### config.mk
export PLATFORM = sky130hd
export DESIGN_NAME = hcfg_regs
export DESIGN_NICKNAME = d
export VERILOG_FILES = /design/src/rtl/hcfg_pkg.sv /design/src/rtl/hcfg_decode.sv /design/src/rtl/hcfg_slave_ctrl.sv /design/src/rtl/hcfg_bridge_ctrl.sv /design/src/rtl/hcfg_cfg_bank.sv /design/src/rtl/hcfg_regs.sv
export SDC_FILE = /design/constraint.sdc
export NUM_CORES = 1
export LEC_CHECK = 0
export BUFFER_PORTS_ARGS = -buffer_cell sky130_fd_sc_hd__buf_2
export CAP_MARGIN = 15
export CORE_UTILIZATION = 48
export CTS_CLUSTER_DIAMETER = 100
export CTS_CLUSTER_SIZE = 20
export DETAILED_ROUTE_END_ITERATION = 16
export PLACE_DENSITY_LB_ADDON = 0.12
export SLEW_MARGIN = 20
export SYNTH_ARGS = -nofsm -noshare
export SYNTH_HDL_FRONTEND = slang
export SYNTH_SLANG_ARGS = --single-unit
### constraint.sdc
create_clock -name clk -period 2.5 [get_ports clk]
set_input_delay 0.5 -clock clk [delete_from_list [all_inputs] [get_ports clk]]
set_output_delay 0.5 -clock clk [all_outputs]
set_load 0.03 [all_outputs]
### src/rtl/hcfg_pkg.sv
package hcfg_pkg;

  // Number of configuration entries in the indexed bank
  localparam int CFG_COUNT = 9;
  localparam int CFG_BITS  = CFG_COUNT * 8;

  // Entry positions used by the serial-port decode
  localparam int ENT_UART_A = 0;
  localparam int ENT_UART_B = 1;

  // Host offsets (the decode depends on these values)
  localparam int OFS_SCTL = 0;
  localparam int OFS_STAT = 1;
  localparam int OFS_SHR  = 2;
  localparam int OFS_DAT  = 3;

  typedef enum logic [2:0] {
    TGT_NONE,
    TGT_SCTL,
    TGT_STAT,
    TGT_BRG,
    TGT_IDX,
    TGT_DAT
  } tgt_t;

  function automatic logic [7:0] cfg_index(input int k);
    case (k)
      0:       return 8'h03;
      1:       return 8'h04;
      2:       return 8'h07;
      3:       return 8'h08;
      4:       return 8'h09;
      5:       return 8'h0A;
      6:       return 8'h0F;
      7:       return 8'h10;
      default: return 8'h11;
    endcase
  endfunction

  function automatic logic [7:0] cfg_mask(input int k);
    case (k)
      0:       return 8'h7F;
      1:       return 8'h01;
      2:       return 8'h3F;
      3:       return 8'h01;
      4:       return 8'hFF;
      5:       return 8'h03;
      6:       return 8'h01;
      7:       return 8'h01;
      default: return 8'hFF;
    endcase
  endfunction

  function automatic logic [9:0] uart_base(input logic [1:0] sel);
    case (sel)
      2'd0:    return 10'h3F8;
      2'd1:    return 10'h2F8;
      2'd2:    return 10'h3E8;
      default: return 10'h2E8;
    endcase
  endfunction

endpackage

### src/rtl/hcfg_decode.sv
module hcfg_decode
  import hcfg_pkg::*;
#(
  parameter int ADDR_W = 4
) (
  input  logic [ADDR_W-1:0] addr,
  input  logic              cfg_mode,
  output tgt_t              tgt
);

  always_comb begin
    tgt = TGT_NONE;
    case (int'(addr))
      OFS_SCTL: tgt = TGT_SCTL;
      OFS_STAT: tgt = TGT_STAT;
      OFS_SHR:  tgt = cfg_mode ? TGT_IDX : TGT_BRG;
      OFS_DAT:  tgt = cfg_mode ? TGT_DAT : TGT_NONE;
      default:  tgt = TGT_NONE;
    endcase
  end

endmodule

### src/rtl/hcfg_slave_ctrl.sv
module hcfg_slave_ctrl #(
  parameter int CTRL_W = 3
) (
  input  logic              clk,
  input  logic              rst_n,
  input  logic              wr_stb,
  input  logic [CTRL_W-1:0] wr_val,
  output logic [CTRL_W-1:0] ctrl_q
);

  logic [CTRL_W-1:0] ctrl_d;

  always_comb begin
    ctrl_d = ctrl_q;
    if (wr_stb) ctrl_d = wr_val;
  end

  always_ff @(posedge clk or negedge rst_n) begin
    if (!rst_n)      ctrl_q <= '0;
    else if (wr_stb) ctrl_q <= ctrl_d;
  end

endmodule

### src/rtl/hcfg_bridge_ctrl.sv
module hcfg_bridge_ctrl #(
  parameter int BRG_W = 4
) (
  input  logic             clk,
  input  logic             rst_n,
  input  logic             wr_stb,
  input  logic [BRG_W-1:0] wr_val,
  output logic [BRG_W-1:0] brg_q
);

  logic [BRG_W-1:0] brg_d;

  always_comb begin
    brg_d = brg_q;
    if (wr_stb) brg_d = wr_val;
  end

  always_ff @(posedge clk or negedge rst_n) begin
    if (!rst_n)      brg_q <= '0;
    else if (wr_stb) brg_q <= brg_d;
  end

endmodule

### src/rtl/hcfg_cfg_bank.sv
module hcfg_cfg_bank
  import hcfg_pkg::*;
(
  input  logic                clk,
  input  logic                rst_n,
  input  logic                idx_wr,
  input  logic [7:0]          idx_val,
  input  logic                dat_wr,
  input  logic [7:0]          dat_val,
  output logic [7:0]          idx_q,
  output logic [7:0]          dat_rd,
  output logic                idx_hit,
  output logic [CFG_BITS-1:0] bank_o
);

  logic [7:0]           idx_d;
  logic [CFG_COUNT-1:0] sel_vec;
  logic [7:0]           ent_q [CFG_COUNT];

  always_comb begin
    idx_d = idx_q;
    if (idx_wr) idx_d = idx_val;
  end

  always_ff @(posedge clk or negedge rst_n) begin
    if (!rst_n)      idx_q <= '0;
    else if (idx_wr) idx_q <= idx_d;
  end

  for (genvar g = 0; g < CFG_COUNT; g++) begin : g_ent
    localparam logic [7:0] ENT_IDX  = cfg_index(g);
    localparam logic [7:0] ENT_MASK = cfg_mask(g);
    logic       ent_en;
    logic [7:0] ent_d;

    assign sel_vec[g] = (idx_q == ENT_IDX);
    assign ent_en     = dat_wr & sel_vec[g];

    always_comb begin
      ent_d = ent_q[g];
      if (ent_en) ent_d = dat_val & ENT_MASK;
    end

    always_ff @(posedge clk or negedge rst_n) begin
      if (!rst_n)      ent_q[g] <= '0;
      else if (ent_en) ent_q[g] <= ent_d;
    end

    assign bank_o[g*8 +: 8] = ent_q[g];
  end

  assign idx_hit = |sel_vec;

  always_comb begin
    dat_rd = '0;
    for (int k = 0; k < CFG_COUNT; k++) begin
      if (sel_vec[k]) dat_rd = dat_rd | ent_q[k];
    end
  end

endmodule

### src/rtl/hcfg_regs.sv
module hcfg_regs
  import hcfg_pkg::*;
#(
  parameter int ADDR_W = 4,
  parameter int DATA_W = 16,
  parameter int BRG_W  = 4
) (
  input  logic                clk,
  input  logic                rst_n,
  input  logic                wr_en,
  input  logic [ADDR_W-1:0]   addr,
  input  logic [DATA_W-1:0]   wdata,
  output logic [DATA_W-1:0]   rdata,
  output logic                soft_reset_o,
  output logic                clock_stop_o,
  output logic [BRG_W-1:0]    brg_ctrl_o,
  output logic [CFG_BITS-1:0] cfg_bank_o,
  output logic [9:0]          uart_base_o,
  output logic                uart_en_o
);

  localparam int CTRL_W = 3;
  localparam int BIT_CLK_STOP = 0;
  localparam int BIT_SOFT_RST = 1;
  localparam int BIT_CFG_MODE = 2;

  // Reset: asserted asynchronously, released on a clock edge
  logic [1:0] rst_sync;
  logic       rst_q_n;

  always_ff @(posedge clk or negedge rst_n) begin
    if (!rst_n) rst_sync <= '0;
    else        rst_sync <= {rst_sync[0], 1'b1};
  end
  assign rst_q_n = rst_sync[1];

  logic [CTRL_W-1:0] sctl_q;
  logic              cfg_mode;
  tgt_t              tgt;
  logic [7:0]        idx_q;
  logic [7:0]        dat_rd;
  logic              idx_hit;

  assign cfg_mode = sctl_q[BIT_CFG_MODE];

  hcfg_decode #(.ADDR_W(ADDR_W)) u_dec (
    .addr     (addr),
    .cfg_mode (cfg_mode),
    .tgt      (tgt)
  );

  hcfg_slave_ctrl #(.CTRL_W(CTRL_W)) u_sctl (
    .clk    (clk),
    .rst_n  (rst_q_n),
    .wr_stb (wr_en && (tgt == TGT_SCTL)),
    .wr_val (wdata[CTRL_W-1:0]),
    .ctrl_q (sctl_q)
  );

  hcfg_bridge_ctrl #(.BRG_W(BRG_W)) u_brg (
    .clk    (clk),
    .rst_n  (rst_q_n),
    .wr_stb (wr_en && (tgt == TGT_BRG)),
    .wr_val (wdata[BRG_W-1:0]),
    .brg_q  (brg_ctrl_o)
  );

  hcfg_cfg_bank u_bank (
    .clk     (clk),
    .rst_n   (rst_q_n),
    .idx_wr  (wr_en && (tgt == TGT_IDX)),
    .idx_val (wdata[7:0]),
    .dat_wr  (wr_en && (tgt == TGT_DAT)),
    .dat_val (wdata[7:0]),
    .idx_q   (idx_q),
    .dat_rd  (dat_rd),
    .idx_hit (idx_hit),
    .bank_o  (cfg_bank_o)
  );

  always_comb begin
    case (tgt)
      TGT_SCTL: rdata = DATA_W'(sctl_q);
      TGT_BRG:  rdata = DATA_W'(brg_ctrl_o);
      TGT_IDX:  rdata = DATA_W'(idx_q);
      TGT_DAT:  rdata = DATA_W'(dat_rd);
      default:  rdata = '0;
    endcase
  end

  assign clock_stop_o = sctl_q[BIT_CLK_STOP];
  assign soft_reset_o = sctl_q[BIT_SOFT_RST];
  assign uart_base_o  = uart_base(cfg_bank_o[ENT_UART_A*8+5 +: 2]);
  assign uart_en_o    = cfg_bank_o[ENT_UART_B*8];

endmodule

# Yosys cells after proc, flatten, opt, wreduce, memory -nomap -nowiden
# Cells that the tools add are included.
[word_totals]
elab_cells = 68
inputBits = 23
regBits = 52
[op_classes]
eq_ne = 18
n_mux = 14
bitwise_logic = 17
n_reduce_logical = 6
[ops]
columns = ["operator", "count"]
rows = [
  ["$mux 8", 8],
  ["$eq 8x4->1 const B", 4],
  ["$pmux 8 s4", 1],
  ["$pmux 9 s3", 1],
  ["$or 8x1->8", 3],
  ["$eq 8x3->1 const B", 2],
  ["$eq 8x5->1 const B", 2],
  ["$or 8x8->8", 2],
  ["$pmux 3 s4", 1],
  ["$and 1x1->1", 9],
  ["$eq 4x2->1 const B", 2],
  ["$eq 8x2->1 const B", 1],
  ["$or 8x2->8", 1],
  ["$or 8x6->8", 1],
  ["$mux 7", 1],
  ["$or 7x1->7", 1],
  ["$eq 3x3->1 const B", 2],
  ["$mux 3", 2],
  ["$eq 4x1->1 const B", 1],
  ["$logic_and 1x1->1", 4],
  ["$logic_not 4->1", 1],
  ["$eq 3x1->1 const B", 1],
  ["$eq 3x2->1 const B", 1],
  ["$eq 2x1->1 const B", 1],
  ["2 further kinds", 2],
]

# Depth between registers and ports, before layout
# Gate-level depths: netlist (run 1).
[logic_depth]
word_depth = 19
ltp_mapped = 6

# Hierarchy
# Synthesis (run 1) repeated with hierarchy kept, for this count alone.
[unflattened]
cells_unflattened = 281
area_unflattened_um2 = 3089.2
[by_module_without_submodules]
columns = ["module", "seq_area_each_um2", "n_inst", "cells_each", "area_per_inst_um2"]
rows = [
  ["hcfg_cfg_bank", 1076.0, 1, 206, 2346.0],
  ["hcfg_regs", 50.0, 1, 53, 432.9],
  ["hcfg_bridge_ctrl", 100.1, 1, 8, 145.1],
  ["hcfg_slave_ctrl", 75.1, 1, 6, 108.9],
  ["hcfg_decode", 0.0, 1, 8, 56.3],
]

# Worst setup path after synthesis (run 1)
# OpenSTA, ideal clock, no wires.
[synth_path]
path_kind = "reg-to-output"
from = "register u_bank.idx_q[5]"
to = "output port rdata[5]"
n_path_buf = 0
arrival_ps = 2006
required_time_ps = 2000
path_stages_with_launch = 4
path_slack_ps = -6
cell_sequence = "dfrtp_1 or4_4 or3_4 o221ai_1"
[synth_between]
elab_chain_len = 19
[synth_rtl]
columns = ["item", "line", "text"]
rows = [
  ["start: declaration", "hcfg_cfg_bank.sv:10", "output logic [7:0] idx_q,"],
  ["start signal: assignment", "hcfg_cfg_bank.sv:27", "else if (idx_wr) idx_q <= idx_d;"],
  ["$eq 8x2->1", "hcfg_cfg_bank.sv:36", "assign sel_vec[g] = (idx_q == ENT_IDX);"],
  ["$mux 7", "hcfg_cfg_bank.sv:57", "if (sel_vec[k]) dat_rd = dat_rd | ent_q[k];"],
  ["$or 7x1->7", "hcfg_cfg_bank.sv:57", ""],
  ["$mux 8", "hcfg_cfg_bank.sv:57", ""],
  ["$or 8x6->8", "hcfg_cfg_bank.sv:57", ""],
  ["$mux 8", "hcfg_cfg_bank.sv:57", ""],
  ["$or 8x1->8", "hcfg_cfg_bank.sv:57", ""],
  ["$mux 8", "hcfg_cfg_bank.sv:57", ""],
  ["(+3 left out)", "--", ""],
  ["$mux 8", "hcfg_cfg_bank.sv:57", ""],
  ["$or 8x1->8", "hcfg_cfg_bank.sv:57", ""],
  ["$mux 8", "hcfg_cfg_bank.sv:57", ""],
  ["$or 8x1->8", "hcfg_cfg_bank.sv:57", ""],
  ["$mux 8", "hcfg_cfg_bank.sv:57", ""],
  ["$or 8x8->8", "hcfg_cfg_bank.sv:57", ""],
  ["$mux 8", "hcfg_cfg_bank.sv:57", ""],
  ["$pmux 8 s4 *", "hcfg_regs.sv:82", "case (tgt)"],
  ["end: declaration", "hcfg_regs.sv:13", "output logic [DATA_W-1:0] rdata,"],
]
# Every way passes the cells marked *; elsewhere a longest branch is shown, timed or not.

# Final worst setup path (run 1)
[layout_path]
from = "register u_bank.idx_q[6]"
to = "output port rdata[3]"
[layout_between]
elab_chain_len = 19
[layout_rtl]
columns = ["item", "line"]
rows = [
  ["$eq 8x2->1", "hcfg_cfg_bank.sv:36"],
  ["$mux 7", "hcfg_cfg_bank.sv:57"],
  ["$or 7x1->7", "hcfg_cfg_bank.sv:57"],
  ["$mux 8", "hcfg_cfg_bank.sv:57"],
  ["$or 8x6->8", "hcfg_cfg_bank.sv:57"],
  ["$mux 8", "hcfg_cfg_bank.sv:57"],
  ["$or 8x1->8", "hcfg_cfg_bank.sv:57"],
  ["$mux 8", "hcfg_cfg_bank.sv:57"],
  ["(+3 left out)", "--"],
  ["$mux 8", "hcfg_cfg_bank.sv:57"],
  ["$or 8x1->8", "hcfg_cfg_bank.sv:57"],
  ["$mux 8", "hcfg_cfg_bank.sv:57"],
  ["$or 8x1->8", "hcfg_cfg_bank.sv:57"],
  ["$mux 8", "hcfg_cfg_bank.sv:57"],
  ["$or 8x8->8", "hcfg_cfg_bank.sv:57"],
  ["$mux 8 *", "hcfg_cfg_bank.sv:57"],
  ["$pmux 8 s4 *", "hcfg_regs.sv:82"],
]
# Marks and branches as above.

==> flow_summary.toml, run 1 <==
[yosys]
synth_area_mm2 = 0.00306
post_synth_inst_count = 260
synthTopCellsByArea = "sky130_fd_sc_hd__dfrtp_1, sky130_fd_sc_hd__mux2_2, sky130_fd_sc_hd__buf_4, sky130_fd_sc_hd__mux2i_1, sky130_fd_sc_hd__o211ai_1"
netlist.area_leader.share_pct = 42.6
synth_area_leader_cell = "sky130_fd_sc_hd__dfrtp_1"
count_of_state_elements_after_synthesis = 52
synth_enable_flop_cells = 0
yosysUniqueCellTypes = 42
yosys_most_used_dff = "sky130_fd_sc_hd__dfrtp_1"
ys.warnings.count = 0
seq_area_frac_synth_pct = 42.6
average_size_of_a_mapped_cell_um2 = 11.8
ys_async_sr_fraction_pct = 100

[setup_path]
critical_path.reg2reg.endpoint = "u_bank.bank_o[36]"
cp.required_ns = 2.00
worst-setup-path-type = "register to output port"
rr_startpoint = "u_bank.idx_q[4]"
biggest_cell_delay_along_the_critical_path_ns = 0.55
worst_ep_arrival_time_ns = 2.03
crit_chain = "or4_4, or3_4, o211ai_1, buf_4"
cpMaxStageDelayCell = "sky130_fd_sc_hd__or4_4"
worst_case_reg_to_reg_path_depth = 7
startpoint = "u_bank.idx_q[6]"
rrSetupSlack_ns = 0.41
critPathMaxFanout = 4
worst_setup_path_start_kind = "register"
cp_endpoint_kind = "output port"

[die]
chipHeight_um = 81.8
floorplan.initialDensity_pct = 50.7
num_rows = 28
floorplan.core_area_mm2 = 0.00603
die_width_um = 81.8
top_level_ports = 128
die-area_mm2 = 0.00669

[power]
leakagePower_nw = 1.80
report.power.total_mw = 2.09
power.ir.vdd_worst_uv = 286
power_density_mw_per_mm2 = 594

[finish]
filler_cell_count = 552
post_route_cells_drive_above_1_share_pct = 48.1
final_core_occ_pct = 58.4
layout-area-overhead-vs-synth_pct = 15.1
diodes = 0
final_nets = 367
final_design_area_no_fill_mm2 = 0.00352

[cts]
clk_root_buffer_cell = "sky130_fd_sc_hd__clkbuf_8"
clkTransAtPathRegs_ns = 0.10
clock_tree.htree_level_count = 2
insertion_delay_of_the_later_clocked_pin_in_the_worst_skew_pair_ns = 0.31
clockBufferDepth = 2
clock_tree_from_tritoncts = "done"
numCtsBuffers = 5
tritoncts_num_sinks = 52

[timing]
timing.clock.skew_ns = 0.00394
worst_slew_pin_slew_ns = 0.499
hold_viol = 0
timing.final.crit_share_pct = 101
fmaxAchievable_ghz = 0.395
unrepaired_setup_endpoints_after_global_routing = "yes"
worst_setup_margin_ns = -0.0339
slew_headroom_pct = 66.6
slew_violations = 0
final.min_clock_period_ns = 2.53
finalSetupViolations = 4

[run_status]
failed_checks = "negative setup slack"
run_status = "complete, but fails checks"

[drt]
first_iter_violations = 97
drcViolationCount = 0
vias = 2159
antenna_left = 0
vias_per_cell = 5.14
total_iterations_of_the_first_detailed_routing_run = 4
post_drt_wl_per_cell_um = 15.6
detail_route.wirelength_um = 6540

[place]
place_ws_ns = 0.128
finalWeightedCongestion = 0.788
hpwl_um = 4860
postPlaceCellArea_mm2 = 0.00337
port_buffers = 66

[global_route]
first_global_vias = 1970
grt.total_usage_pct = 20.7
initial_antenna_violation_count = 0
grt_start_max_net_pins = 34
grt_first_pass_wirelength_um = 10300
grt_remaining_overflow = 0

[hold_path]
worstHoldPathType = "register to asynchronous set/reset pin"

[job]
cap_viol_max_count = 0
[cell usage after synthesis (2+ instances only)]
library cell and count:
sky130_fd_sc_hd__nand3b_1 6, sky130_fd_sc_hd__nand4b_1 3, sky130_fd_sc_hd__nand2_1 6, sky130_fd_sc_hd__dfrtp_1 52, sky130_fd_sc_hd__nor3_4 3, sky130_fd_sc_hd__o21ai_0 2
sky130_fd_sc_hd__nor4_4 2, sky130_fd_sc_hd__o211ai_1 7, sky130_fd_sc_hd__nand3_2 2, sky130_fd_sc_hd__buf_4 57, sky130_fd_sc_hd__nor4_1 2, sky130_fd_sc_hd__conb_1 2
sky130_fd_sc_hd__nand3_1 8, sky130_fd_sc_hd__inv_1 4, sky130_fd_sc_hd__a22oi_1 5, sky130_fd_sc_hd__mux2i_1 9, sky130_fd_sc_hd__mux2_2 51, sky130_fd_sc_hd__and2_1 2
sky130_fd_sc_hd__buf_2 2, sky130_fd_sc_hd__nor2b_1 2, sky130_fd_sc_hd__a21o_1 4, sky130_fd_sc_hd__nand2_2 2, sky130_fd_sc_hd__nand4_1 2, sky130_fd_sc_hd__nor3_1 4
sky130_fd_sc_hd__clkbuf_1 4
[area by class of cell]
cell class	count	area [um2]	share of cell area, %
Clock inverter	2	16.3	0.462
Tap cell	75	93.8	2.67
Inverter	4	15.0	0.427
Timing Repair Buffer	88	523	14.9
Multi-Input combinational cell	193	1490	42.4
Clock buffer	6	72.6	2.06
Sequential cell	52	1310	37.1
[where the power goes]
group	switching [mW]	total, mW	leakage, nW	internal, mW
clock	0.290	0.492	0.0418	0.202
combinational	0.385	0.628	1.06	0.243
sequential	0.0744	0.972	0.701	0.898
total	0.749	2.09	1.80	1.34
[timing repair]
item,CTS,global route
cloned,0,0
hold endpoints to repair,2,0
hold buffers,1,0
endpoints found under the setup margin,8,8
pin swaps,3,4
buffers inserted,1,0
resized for setup,7,11
[worst max path at each step]
stage / endpoint / cells past startpoint
6_report: rdata[3] / 4
2_1_floorplan: rdata[5] / 3
4_1_cts: rdata[3] / 4
3_5_place_dp: rdata[4] / 6
3_3_place_gp: rdata[5] / 6
5_1_grt: rdata[2] / 4
[worst max-delay path, delay by kind of cell, from the launching register on]
kind	cells	cell delay, ns
compound gates	1	0.21
buf+inv	1	0.20
flops	1	0.39
simple gates	2	0.93
[cells in the final DEF, fill, tap and decap left out, types with 2 or more instances in the layout]
master	instances
sky130_fd_sc_hd__a21o_1	4
sky130_fd_sc_hd__a22oi_1	5
sky130_fd_sc_hd__buf_2	59
sky130_fd_sc_hd__buf_4	26
sky130_fd_sc_hd__buf_6	2
sky130_fd_sc_hd__clkbuf_8	5
sky130_fd_sc_hd__conb_1	54
sky130_fd_sc_hd__dfrtp_1	49
sky130_fd_sc_hd__dfrtp_2	3
sky130_fd_sc_hd__inv_1	4
sky130_fd_sc_hd__mux2_2	51
sky130_fd_sc_hd__mux2i_1	9
sky130_fd_sc_hd__nand2_1	6
sky130_fd_sc_hd__nand2_2	2
sky130_fd_sc_hd__nand3_1	8
sky130_fd_sc_hd__nand3_2	2
sky130_fd_sc_hd__nand3b_1	6
sky130_fd_sc_hd__nand4_1	2
sky130_fd_sc_hd__nand4b_1	3
sky130_fd_sc_hd__nor2b_1	2
sky130_fd_sc_hd__nor3_1	4
sky130_fd_sc_hd__nor3_4	3
sky130_fd_sc_hd__nor4_1	2
sky130_fd_sc_hd__nor4_4	2
sky130_fd_sc_hd__o211ai_1	7
[metal layers]
| layer | routed length (um) | track usage [%] |
|---|---|---|
| met2 | 3070 | 32.1 |
| met4 | 63 | 5.26 |
| met1 | 3060 | 29.9 |
| met5 | 0 | 0 |
| met3 | 354 | 3.44 |
[through the flow]
step | TNS, ns | hold WS (ns) | cells
finish | -0.0733 | 0.190 | 420
global route | -0.327 | 0.237 | 420
CTS | -0.308 | 0.203 | 420
detailed placement | 0 | 0.195 | 410
global placement | 0 | 0.193 | 410
floorplan | -0.00592 | 0.204 | 312
[registers in the layout, indices dropped and copies added (netlist names)]
register and flops:
u_bank.bank_o 35, rst_sync 2, u_sctl.ctrl_q 3, u_brg.brg_q 4, u_bank.idx_q 8
[kinds of logic after synthesis]
kind of cell	after synthesis	synth area share (%)
compound gates	25	6.35
buf+inv	67	15.3
flops	52	42.6
mux	60	21.7
other cells	2	0.246
simple gates	54	13.8
Note: power is estimated with default switching activity, not from simulation.
==> run 2: changes to the inputs <==
==> constraint.sdc (replaced) <==
create_clock -name clk -period 2.8 [get_ports clk]
set_input_delay 0.56 -clock clk [delete_from_list [all_inputs] [get_ports clk]]
set_output_delay 0.56 -clock clk [all_outputs]
set_load 0.03 [all_outputs]
==> run 2 against run 1 <==
Against the previous run: the flow now finishes without violations; clock skew shrank 0.00065 ns; wire length grew 4.3%; via count grew 1.0%; final area shrank 1.5%; register-to-register slack gained 0.23 ns; critical endpoint is now rdata[5]; total power shrank 10%; largest power group unchanged; die area is the same.
==> flow_summary.toml, run 2 (same netlist as run 1, synthesis figures left out) <==
[finish]
sequential_cell_area_mm2 = 0.00131
most_common_cell_after_layout_fill_and_taps_aside = "sky130_fd_sc_hd__buf_2"
diodes = 0
mostFrequentLayoutCells = "sky130_fd_sc_hd__buf_2, sky130_fd_sc_hd__conb_1, sky130_fd_sc_hd__mux2_2"
post_route_cells_drive_above_1_share_pct = 47.4
final_nets = 362
largest_register_ff_count = 35
layout-area-overhead-vs-synth_pct = 13.4
multiInputGateArea_mm2 = 0.00148
filler_cell_count = 559

[setup_path]
worst_setup_path_start_kind = "register"
startpoint = "u_bank.idx_q[7]"
worst-setup-path-type = "register to output port"
crit_chain = "or4_4, or3_4, o221ai_1, buf_4"
cp_endpoint_kind = "output port"
rr_startpoint = "u_bank.idx_q[2]"
cp.required_ns = 2.24
cpMaxStageDelayCell = "sky130_fd_sc_hd__or4_4"
worst_ep_arrival_time_ns = 2.17
biggest_cell_delay_along_the_critical_path_ns = 0.54
critPathMaxFanout = 5

[hold_path]
worstHoldPathType = "register to register"
worst_min_delay_path_startpoint = "rst_sync[0]"

[global_route]
met1_track_demand_over_resource_in_global_routing_pct = 30.7
grt_start_max_net_pins = 51
initial_antenna_violation_count = 0
first_global_vias = 2047
use_met2_pct = 36.0
grt.total_usage_pct = 22.3
grt_remaining_overflow = 0
global_route.peak_usage_layer = "met2"
grt_first_pass_wirelength_um = 10800
groute.layer.met3.usage_pct = 4.11

[die]
die-area_mm2 = 0.00669
top_level_ports = 128
num_rows = 28
floorplan.initialDensity_pct = 50.7
die_width_um = 81.8
floorplan.core_area_mm2 = 0.00603
chipHeight_um = 81.8

[drt]
antenna_left = 0
drcViolationCount = 0
vias = 2181
vias_per_cell = 5.26
post_drt_wl_per_cell_um = 16.4
first_iter_violations = 150
detail_route.wirelength_um = 6830
total_iterations_of_the_first_detailed_routing_run = 4

[timing]
unrepaired_setup_endpoints_after_global_routing = "no"
worst_setup_margin_ns = 0.0706
finalSetupViolations = 0
timing.final.crit_share_pct = 97.5
slew_violations = 0
worst_slew_pin_slew_ns = 0.644
slew_headroom_pct = 57.1
timing.clock.skew_ns = 0.00329
final.min_clock_period_ns = 2.73
fmaxAchievable_ghz = 0.366
hold_viol = 0
finalSetupTns_ns = 0

[cts]
numCtsBuffers = 5
tritoncts_num_sinks = 52
insertion_delay_of_the_later_clocked_pin_in_the_worst_skew_pair_ns = 0.31
clockBufferDepth = 2
clock_tree.htree_level_count = 2
clock_tree_from_tritoncts = "done"
clkTransAtPathRegs_ns = 0.10
clk_root_buffer_cell = "sky130_fd_sc_hd__clkbuf_8"

[place]
finalWeightedCongestion = 0.764
port_buffers = 66
place_ws_ns = 0.244
hpwl_um = 4920

[job]
cap_viol_max_count = 0

[power]
report.power.total_mw = 1.87
power.ir.vdd_worst_uv = 297
power_density_mw_per_mm2 = 541
leakagePower_nw = 1.78

[run_status]
run_status = "finished clean"
[run 2: final timing paths]
path                                          end  slack [ns]  cells after the start
worst max-delay path                     rdata[5]        0.07                      4
worst min-delay path                  rst_sync[1]        0.36                      0
worst max register to register  u_bank.bank_o[68]        0.64                      5
worst min register to register        rst_sync[1]        0.36                      0
max in group asynchronous         u_bank.idx_q[7]        1.97                      0
min in group asynchronous        u_sctl.ctrl_q[0]        0.37                      0
[run 2: where the power goes]
| group | switching [mW] | internal (mW) | total [mW] | leakage, nW |
|---|---|---|---|---|
| Combinational | 0.317 | 0.199 | 0.516 | 1.03 |
| Clock | 0.260 | 0.203 | 0.463 | 0.0516 |
| Sequential | 0.0929 | 0.802 | 0.895 | 0.700 |
| Total | 0.671 | 1.20 | 1.87 | 1.78 |
[run 2: critical path: cells and delay by family (launching register included)]
| family | cells | cell delay [ns] |
|---|---|---|
| AO/OA/AOI/OAI | 1 | 0.20 |
| buffers and inverters | 1 | 0.20 |
| AND/OR/NAND/NOR | 2 | 1.00 |
| flip-flops | 1 | 0.46 |
[run 2: final cells by class]
class	count	share of cell area (%)
inverters	4	0.433
well taps	75	2.71
clock inverters	2	0.397
repair buffers	83	13.6
multi-input cells	193	42.8
flip-flops and latches	52	37.7
clock buffers	6	2.38
[run 2: what timing repair did]
action                     4_1_cts  5_1_grt
setup endpoints to repair        4        4
hold endpoints to repair         2        0
hold buffers                     1        0
pin swaps                        0        1
resized for setup                6        1
buffers inserted                 1        3
cloned                           0        0
[run 2: stage by stage]
stage / cell area, um2 / std cells / hold WS [ns] / utilization (%)
floorplan: 3250 / 312 / 0.264 / -
global placement: 3310 / 402 / 0.335 / 55.0
detailed placement: 3310 / 402 / 0.340 / 55.0
CTS: 3440 / 412 / 0.366 / 57.1
global route: 3470 / 415 / 0.389 / 57.5
finish: 3470 / 415 / 0.365 / 57.5
[run 2: layer usage]
layer,part of all wire [%],routed length [um]
met5,0,0
met1,46,3110
met4,0.86,59
met2,48,3310
met3,5.0,341
